**config.mk**
```make
export PLATFORM = sky130hd
export DESIGN_NAME = cl_frame_asm
export DESIGN_NICKNAME = d
export VERILOG_FILES = /design/src/rtl/cl_frame_pkg.sv /design/src/rtl/cl_frame_crc.sv /design/src/rtl/cl_frame_shift.sv /design/src/rtl/cl_frame_asm.sv
export SDC_FILE = /design/constraint.sdc
export NUM_CORES = 1
export LEC_CHECK = 0
export BUFFER_PORTS_ARGS = -buffer_cell sky130_fd_sc_hd__clkbuf_2
export CORE_MARGIN = 8
export CORE_UTILIZATION = 45
export DETAILED_ROUTE_END_ITERATION = 10
export GPL_TIMING_DRIVEN = 0
export MAX_ROUTING_LAYER = met4
export PLACE_DENSITY = 0.72
export SETUP_SLACK_MARGIN = 0.15
export SLEW_MARGIN = 20
export SYNTH_ARGS = -nofsm -noshare
export SYNTH_HDL_FRONTEND = slang
export SYNTH_SLANG_ARGS = --single-unit
export TNS_END_PERCENT = 1
```
**constraint.sdc**
```tcl
create_clock -name clk -period 1.95 [get_ports clk]
set_input_delay 0.195 -clock clk [delete_from_list [all_inputs] [get_ports clk]]
set_output_delay 0.195 -clock clk [all_outputs]
set_load 0.005 [all_outputs]
```
**src/rtl/cl_frame_pkg.sv**
```systemverilog
package cl_frame_pkg;

    typedef enum logic [2:0] {
        S_IDLE, S_SOF, S_SEL, S_FETCH, S_BITS, S_PAR, S_EOF, S_DONE
    } fsm_t;

    typedef enum logic [2:0] {
        SRC_DISC, SRC_FULL, SRC_PART, SRC_CRC, SRC_END
    } src_t;

    typedef struct packed {
        logic       par_en;
        logic       frame_en;
        logic       crc_en;
        logic       disc_en;
        logic [2:0] extra;
    } cfg_t;

    // odd parity: total ones over data plus parity is odd
    function automatic logic odd_par(input logic [7:0] d);
        return ~(^d);
    endfunction

    // bytewise step of the reflected 0x8408 CRC
    function automatic logic [15:0] crc_step(input logic [15:0] c, input logic [7:0] d);
        logic [7:0] ch;
        ch = d ^ c[7:0];
        ch = ch ^ {ch[3:0], 4'b0000};
        return {8'h00, c[15:8]} ^ {ch, 8'h00} ^ {5'b00000, ch, 3'b000} ^ {12'h000, ch[7:4]};
    endfunction

endpackage

```
**src/rtl/cl_frame_crc.sv**
```systemverilog
module cl_frame_crc #(
    parameter logic [15:0] PRESET = 16'h6363
) (
    input  logic        clk,
    input  logic        rst_n,
    input  logic        clr,
    input  logic        upd,
    input  logic [7:0]  din,
    output logic [15:0] crc
);
    import cl_frame_pkg::*;

    always_ff @(posedge clk or negedge rst_n) begin
        if (!rst_n)
            crc <= PRESET;
        else if (clr)
            crc <= PRESET;
        else if (upd)
            crc <= crc_step(crc, din);
    end


    crc_excl_chk: assert property (@(posedge clk) disable iff (!rst_n)
        clr |-> !upd);

endmodule

```
**src/rtl/cl_frame_shift.sv**
```systemverilog
module cl_frame_shift #(
    parameter int W  = 8,
    localparam int CW = $clog2(W + 1)
) (
    input  logic          clk,
    input  logic          rst_n,
    input  logic          load,
    input  logic [W-1:0]  ld_data,
    input  logic [CW-1:0] ld_cnt,
    input  logic          shift,
    output logic          lsb,
    output logic          last
);
    logic [W-1:0]  sh;
    logic [CW-1:0] cnt;

    always_ff @(posedge clk or negedge rst_n) begin
        if (!rst_n) begin
            sh  <= '0;
            cnt <= '0;
        end else if (load) begin
            sh  <= ld_data;
            cnt <= ld_cnt;
        end else if (shift) begin
            sh  <= sh >> 1;
            cnt <= cnt - 1'b1;
        end
    end

    assign lsb  = sh[0];
    assign last = (cnt == CW'(1));


    shift_nonempty_chk: assert property (@(posedge clk) disable iff (!rst_n)
        shift |-> (cnt != '0));

endmodule

```
**src/rtl/cl_frame_asm.sv**
```systemverilog
module cl_frame_asm #(
    parameter int          CNT_W     = 8,
    parameter logic [15:0] CRC_PRESET = 16'h6363
) (
    input  logic             clk,
    input  logic             rst_n,
    input  logic             start,
    input  logic [CNT_W-1:0] cfg_full_bytes,
    input  logic [2:0]       cfg_extra_bits,
    input  logic             cfg_parity_en,
    input  logic             cfg_frame_en,
    input  logic             cfg_crc_en,
    input  logic             cfg_discard_en,
    input  logic [7:0]       in_data,
    input  logic             in_valid,
    output logic             in_ready,
    input  logic             bit_en,
    output logic             out_bit,
    output logic             out_bit_vld,
    output logic             out_sof,
    output logic             out_eof,
    output logic             busy,
    output logic             done
);
    import cl_frame_pkg::*;

    localparam int BYTE_W = 8;
    localparam int BCW    = $clog2(BYTE_W + 1);

    fsm_t             st, nxt;
    cfg_t             cfg_q;
    src_t             src, kind_q;
    logic [CNT_W-1:0] full_left;
    logic             disc_pend, part_pend;
    logic [1:0]       crc_left;
    logic             par_q, chunk_par;

    logic [15:0]      crc_val;
    logic [7:0]       crc_byte;
    logic             sh_load, sh_shift, sh_lsb, sh_last;
    logic [7:0]       ld_data;
    logic [BCW-1:0]   ld_cnt;
    logic [3:0]       disc_amt;
    logic             fetch_hs;

    // chunk priority
    always_comb begin
        if (disc_pend)              src = SRC_DISC;
        else if (full_left != '0)   src = SRC_FULL;
        else if (part_pend)         src = SRC_PART;
        else if (crc_left != 2'd0)  src = SRC_CRC;
        else                        src = SRC_END;
    end

    assign crc_byte = (crc_left == 2'd2) ? crc_val[7:0] : crc_val[15:8];
    assign fetch_hs = (st == S_FETCH) && in_valid;
    assign disc_amt = 4'd8 - {1'b0, cfg_q.extra};

    assign sh_load  = ((st == S_SEL) && (src == SRC_CRC)) || fetch_hs;
    assign sh_shift = (st == S_BITS) && bit_en;

    always_comb begin
        if (st == S_SEL) begin
            ld_data = crc_byte;
            ld_cnt  = BCW'(BYTE_W);
        end else if (kind_q == SRC_DISC) begin
            ld_data = in_data >> disc_amt;
            ld_cnt  = BCW'(cfg_q.extra);
        end else if (kind_q == SRC_FULL) begin
            ld_data = in_data;
            ld_cnt  = BCW'(BYTE_W);
        end else begin
            ld_data = in_data;
            ld_cnt  = BCW'(cfg_q.extra);
        end
    end

    cl_frame_shift #(.W(BYTE_W)) shift_i (
        .clk     (clk),
        .rst_n   (rst_n),
        .load    (sh_load),
        .ld_data (ld_data),
        .ld_cnt  (ld_cnt),
        .shift   (sh_shift),
        .lsb     (sh_lsb),
        .last    (sh_last)
    );

    cl_frame_crc #(.PRESET(CRC_PRESET)) crc_i (
        .clk   (clk),
        .rst_n (rst_n),
        .clr   ((st == S_IDLE) && start),
        .upd   (fetch_hs),
        .din   (in_data),
        .crc   (crc_val)
    );

    // state register
    always_ff @(posedge clk or negedge rst_n) begin
        if (!rst_n) st <= S_IDLE;
        else        st <= nxt;
    end

    // next state
    always_comb begin
        nxt = st;
        unique case (st)
            S_IDLE:  if (start) nxt = cfg_frame_en ? S_SOF : S_SEL;
            S_SOF:   if (bit_en) nxt = S_SEL;
            S_SEL: begin
                unique case (src)
                    SRC_CRC: nxt = S_BITS;
                    SRC_END: nxt = cfg_q.frame_en ? S_EOF : S_DONE;
                    default: nxt = S_FETCH;
                endcase
            end
            S_FETCH: if (in_valid) nxt = S_BITS;
            S_BITS:  if (bit_en && sh_last) nxt = chunk_par ? S_PAR : S_SEL;
            S_PAR:   if (bit_en) nxt = S_SEL;
            S_EOF:   if (bit_en) nxt = S_DONE;
            S_DONE:  nxt = S_IDLE;
            default: nxt = S_IDLE;
        endcase
    end

    // frame bookkeeping
    always_ff @(posedge clk or negedge rst_n) begin
        if (!rst_n) begin
            cfg_q     <= '0;
            full_left <= '0;
            disc_pend <= 1'b0;
            part_pend <= 1'b0;
            crc_left  <= 2'd0;
            kind_q    <= SRC_END;
            par_q     <= 1'b0;
            chunk_par <= 1'b0;
        end else begin
            unique case (st)
                S_IDLE: if (start) begin
                    cfg_q     <= '{par_en: cfg_parity_en, frame_en: cfg_frame_en,
                                   crc_en: cfg_crc_en, disc_en: cfg_discard_en,
                                   extra: cfg_extra_bits};
                    full_left <= cfg_full_bytes;
                    disc_pend <= cfg_discard_en && (cfg_extra_bits != 3'd0);
                    part_pend <= !cfg_discard_en && (cfg_extra_bits != 3'd0);
                    crc_left  <= cfg_crc_en ? 2'd2 : 2'd0;
                end
                S_SEL: begin
                    kind_q <= src;
                    if (src == SRC_CRC) begin
                        par_q     <= odd_par(crc_byte);
                        chunk_par <= cfg_q.par_en;
                        crc_left  <= crc_left - 2'd1;
                    end
                end
                S_FETCH: if (in_valid) begin
                    par_q <= odd_par(in_data);
                    unique case (kind_q)
                        SRC_DISC: begin
                            disc_pend <= 1'b0;
                            chunk_par <= cfg_q.par_en;
                        end
                        SRC_FULL: begin
                            full_left <= full_left - 1'b1;
                            chunk_par <= cfg_q.par_en;
                        end
                        default: begin
                            part_pend <= 1'b0;
                            chunk_par <= 1'b0;
                        end
                    endcase
                end
                default: ;
            endcase
        end
    end

    // outputs
    always_comb begin
        in_ready    = (st == S_FETCH);
        out_sof     = bit_en && (st == S_SOF);
        out_eof     = bit_en && (st == S_EOF);
        out_bit_vld = bit_en && ((st == S_BITS) || (st == S_PAR));
        out_bit     = (st == S_PAR) ? par_q : sh_lsb;
        busy        = (st != S_IDLE);
        done        = (st == S_DONE);
    end


    sym_onehot_chk: assert property (@(posedge clk) disable iff (!rst_n)
        $onehot0({out_sof, out_eof, out_bit_vld}));


    done_pulse_chk: assert property (@(posedge clk) disable iff (!rst_n)
        done |=> !done && !busy);


    done_after_eof_chk: assert property (@(posedge clk) disable iff (!rst_n)
        (done && cfg_q.frame_en) |-> $past(out_eof));


    cfg_hold_chk: assert property (@(posedge clk) disable iff (!rst_n)
        (busy && start) |=> $stable(cfg_q));

endmodule

```
==> flow_metrics.tcl <==
set metrics [dict create \
    max_clock_freq_ghz 0.514 \
    power_frac_comb_pct 64.0 \
    areaGrowthSynthToFinish_pct 22.5 \
    die-height_um 106 \
    crit_path_start_kind "register" \
    dieArea_um2 11200 \
    crit_type "reg -> reg" \
    drc 0 \
    netlist_instances 399 \
    drv_cap 0 \
    internal_power_mw 4.31 \
    vias 3172 \
    yosysMostFrequentCell "dfrtp_1" \
    slew_viol_final 0 \
    yosysWarnings 0 \
    final_hold_viol_count 44 \
    slew_headroom_pct 50.0 \
    clock_skew_ps 9.92 \
    clockBufferDepth 2 \
    dpl.hpwl_um 6920 \
    yosys.area.top_type_share_pct 30.4 \
    run_status "finished with violations" \
    cts_buffers 5 \
    final_antenna_net_count 0 \
    min_path_type "in -> async" \
    ys_async_sr_fraction_pct 100 \
    htreeDepth 2 \
    regToRegSetupSlack_ps 3 \
    routed_wl_um 9700 \
    die_x_um 106 \
    clock-root-buffer "clkbuf_8" \
    synth_adder_area_share_pct 2.07 \
    setup_slack_ps 3.41 \
    worst_ep_required_time_ps 2160 \
    antenna_found_initial 0 \
    ir_worst_vdd_mv 0.612 \
    muxShareOfSynthArea_pct 6.18 \
    viasPerCell 5.68 \
    synth-seq-cells 53 \
    p_clk_share_pct 8.3 \
    core_um2 7770 \
    critPathMaxFanout 4 \
    diodes 0 \
    pin_count 35 \
    track_usage_pct 18.5 \
    yosys.area_share.simple_pct 18.3 \
    pre_cts_ws_ps -214 \
    synth_nets 433 \
    worstPathArrival_ps 2150 \
    synth-seq-area-share_pct 36.9 \
    synth_top_family_by_area "compound AO/OA/AOI/OAI gates" \
    rr_startpoint "full_left[0]" \
    total_power_mw 7.79 \
    synth.distinct_cells 64 \
    r2r_end "st[0]" \
    violations "negative hold slack" \
    clkLatencyLatePin_ps 310 \
    drt-initial-drc-count 175 \
    seqPwrFrac_pct 27.7 \
    tightest_slew_ps 750 \
    synth-xor-area-share_pct 10.9 \
    setup_violations 0 \
    grt_pass1_wl_um 16400 \
    cp-end-kind "register" \
    grt_max_degree 54 \
    layout_min_cycle_time_ps 1950 \
    num_rows 32 \
    rsz0062_at_grt "true" \
    numPortBuffers 33 \
    wl_per_cell_um 17.4 \
    grt_pass1_vias 3293 \
    numClockSinks 53 \
    drive_gt1_share_pct 28.3 \
    start_util_pct 46.6 \
    power_density_nw_per_um2 1760 \
    syn_area_um2 3620 \
    synth_area_leaders "dfrtp_1, xnor2_1, dfstp_2" \
    synthFlopType "dfrtp_1" \
    final_util_pct 57.1 \
    synth_common_cells "dfrtp_1, xnor2_1, nand2_1, o21ai_0, nor2_1" \
    p_switching_mw 3.48 \
    cellLeakagePower_nw 1.86 \
    yosysTopAreaCell "dfrtp_1" \
    synth-edff-count 0 \
    clk_pin_slew_ps 100 \
    cts_tree "done" \
    power_switching_share_pct 44.7 \
    whs_ps -43.0 \
    nets 489 \
    grt_overflow 0 \
    ctsHoldBuffers 0 \
    synth_compound_area_share_pct 20.6 \
    reg2reg_depth 6 \
    gp_congestion 0.888 \
    syn_avg_cell_area_um2 9.08 \
    min_period_over_period_pct 99.8 \
    firstDrtPassIters 4 \
]
critical path, stage by stage (launching register included):
cell and delay [ps]:
dfrtp_1 400, inv_2 90, ha_4 150, or4b_4 500
nor3b_4 320, a21oi_2 90, o32a_1 290
layout make-up:
type                    count  area [um^2]
plain buffers              24          183
clock buffers               8         90.1
fillers                   711         3330
inverters                  15         60.1
multi-input cells         307         2350
flip-flops and latches     53         1340
well taps                 102          128
repair buffers             49          292
per-layer routing:
layer	track usage [%]	wire, um	vias to the layer above	share of wire [%]
met5	-	0	-	0
met4	5.53	131	0	1.4
met3	2.62	387	12	4.0
met2	29.8	4850	68	50
met1	23.5	4330	1537	45
li1	-	-	1555	-
through the flow:
stage	instance area, um^2	std cells	TNS, ps
after global routing	4440	558	-1070
after global placement	4000	534	-1030
after CTS	4320	554	0
final	4440	558	0
after floorplan	3700	399	0
after detailed placement	4000	534	-2070
registers in the layout, indices dropped and copies added, names as in the netlist, 2 cells and up:
signal and count:
cfg_q 5, crc_i.crc 16, crc_left 2, full_left 8
kind_q 3, shift_i.cnt 4, shift_i.sh 8, st 3
cell usage in the layout (no fill, tap or decap), types with 4 or more instances in the layout:
cell type	instances
dfrtp_1	44
nand2_1	35
xnor2_1	35
clkbuf_2	33
o21ai_0	28
nor2_1	23
a21oi_1	21
buf_4	18
mux2i_1	15
inv_1	11
o22a_1	9
nor3_1	9
dfstp_2	9
xor2_1	8
buf_6	7
o21ai_1	7
clkbuf_8	7
clkbuf_1	6
nand3_1	6
buf_2	5
o22ai_1	5
or3_1	4
nor2b_1	4
nor4_1	4
nor3_2	4
a31oi_1	4
a211oi_1	4
worst max path at each step:
stage            startpoint       endpoint  cells after the start
6_report       full_left[0]          st[0]                      6
5_1_grt         crc_left[0]  shift_i.sh[1]                      8
4_1_cts            cfg_q[0]  shift_i.sh[2]                     10
3_5_place_dp   full_left[0]  shift_i.sh[6]                      8
3_3_place_gp   full_left[0]  shift_i.sh[5]                      8
2_1_floorplan  full_left[0]  shift_i.sh[1]                      8
cell families (layout without fill, tap and decap cells):
kind of cell             Yosys count  count (layout)
AO/OA/AOI/OAI                    113             113
XOR/XNOR                          45              45
adder cells (fa/ha/maj)            6               6
buffers and inverters             39              96
flip-flops                        53              53
multiplexers                      22              22
AND/OR/NAND/NOR                  121             121
power groups by stage:
stage / combinational, mW / sequential (mW) / clock [mW]
CTS: 4.74 / 2.12 / 0.667
global placement: 4.09 / 2.12 / 0
finish: 4.99 / 2.16 / 0.649
detailed placement: 4.16 / 2.14 / 0
floorplan: 3.35 / 2.01 / 0
global route: 5.48 / 2.23 / 0.708
repair_timing:
action / in CTS / in global routing
pin swaps: 8 / 11
resized for setup: 38 / 29
gates cloned: 1 / 0
setup buffers: 11 / 4
setup endpoints to repair: 44 / 45
(Power assumes the default switching activity.)
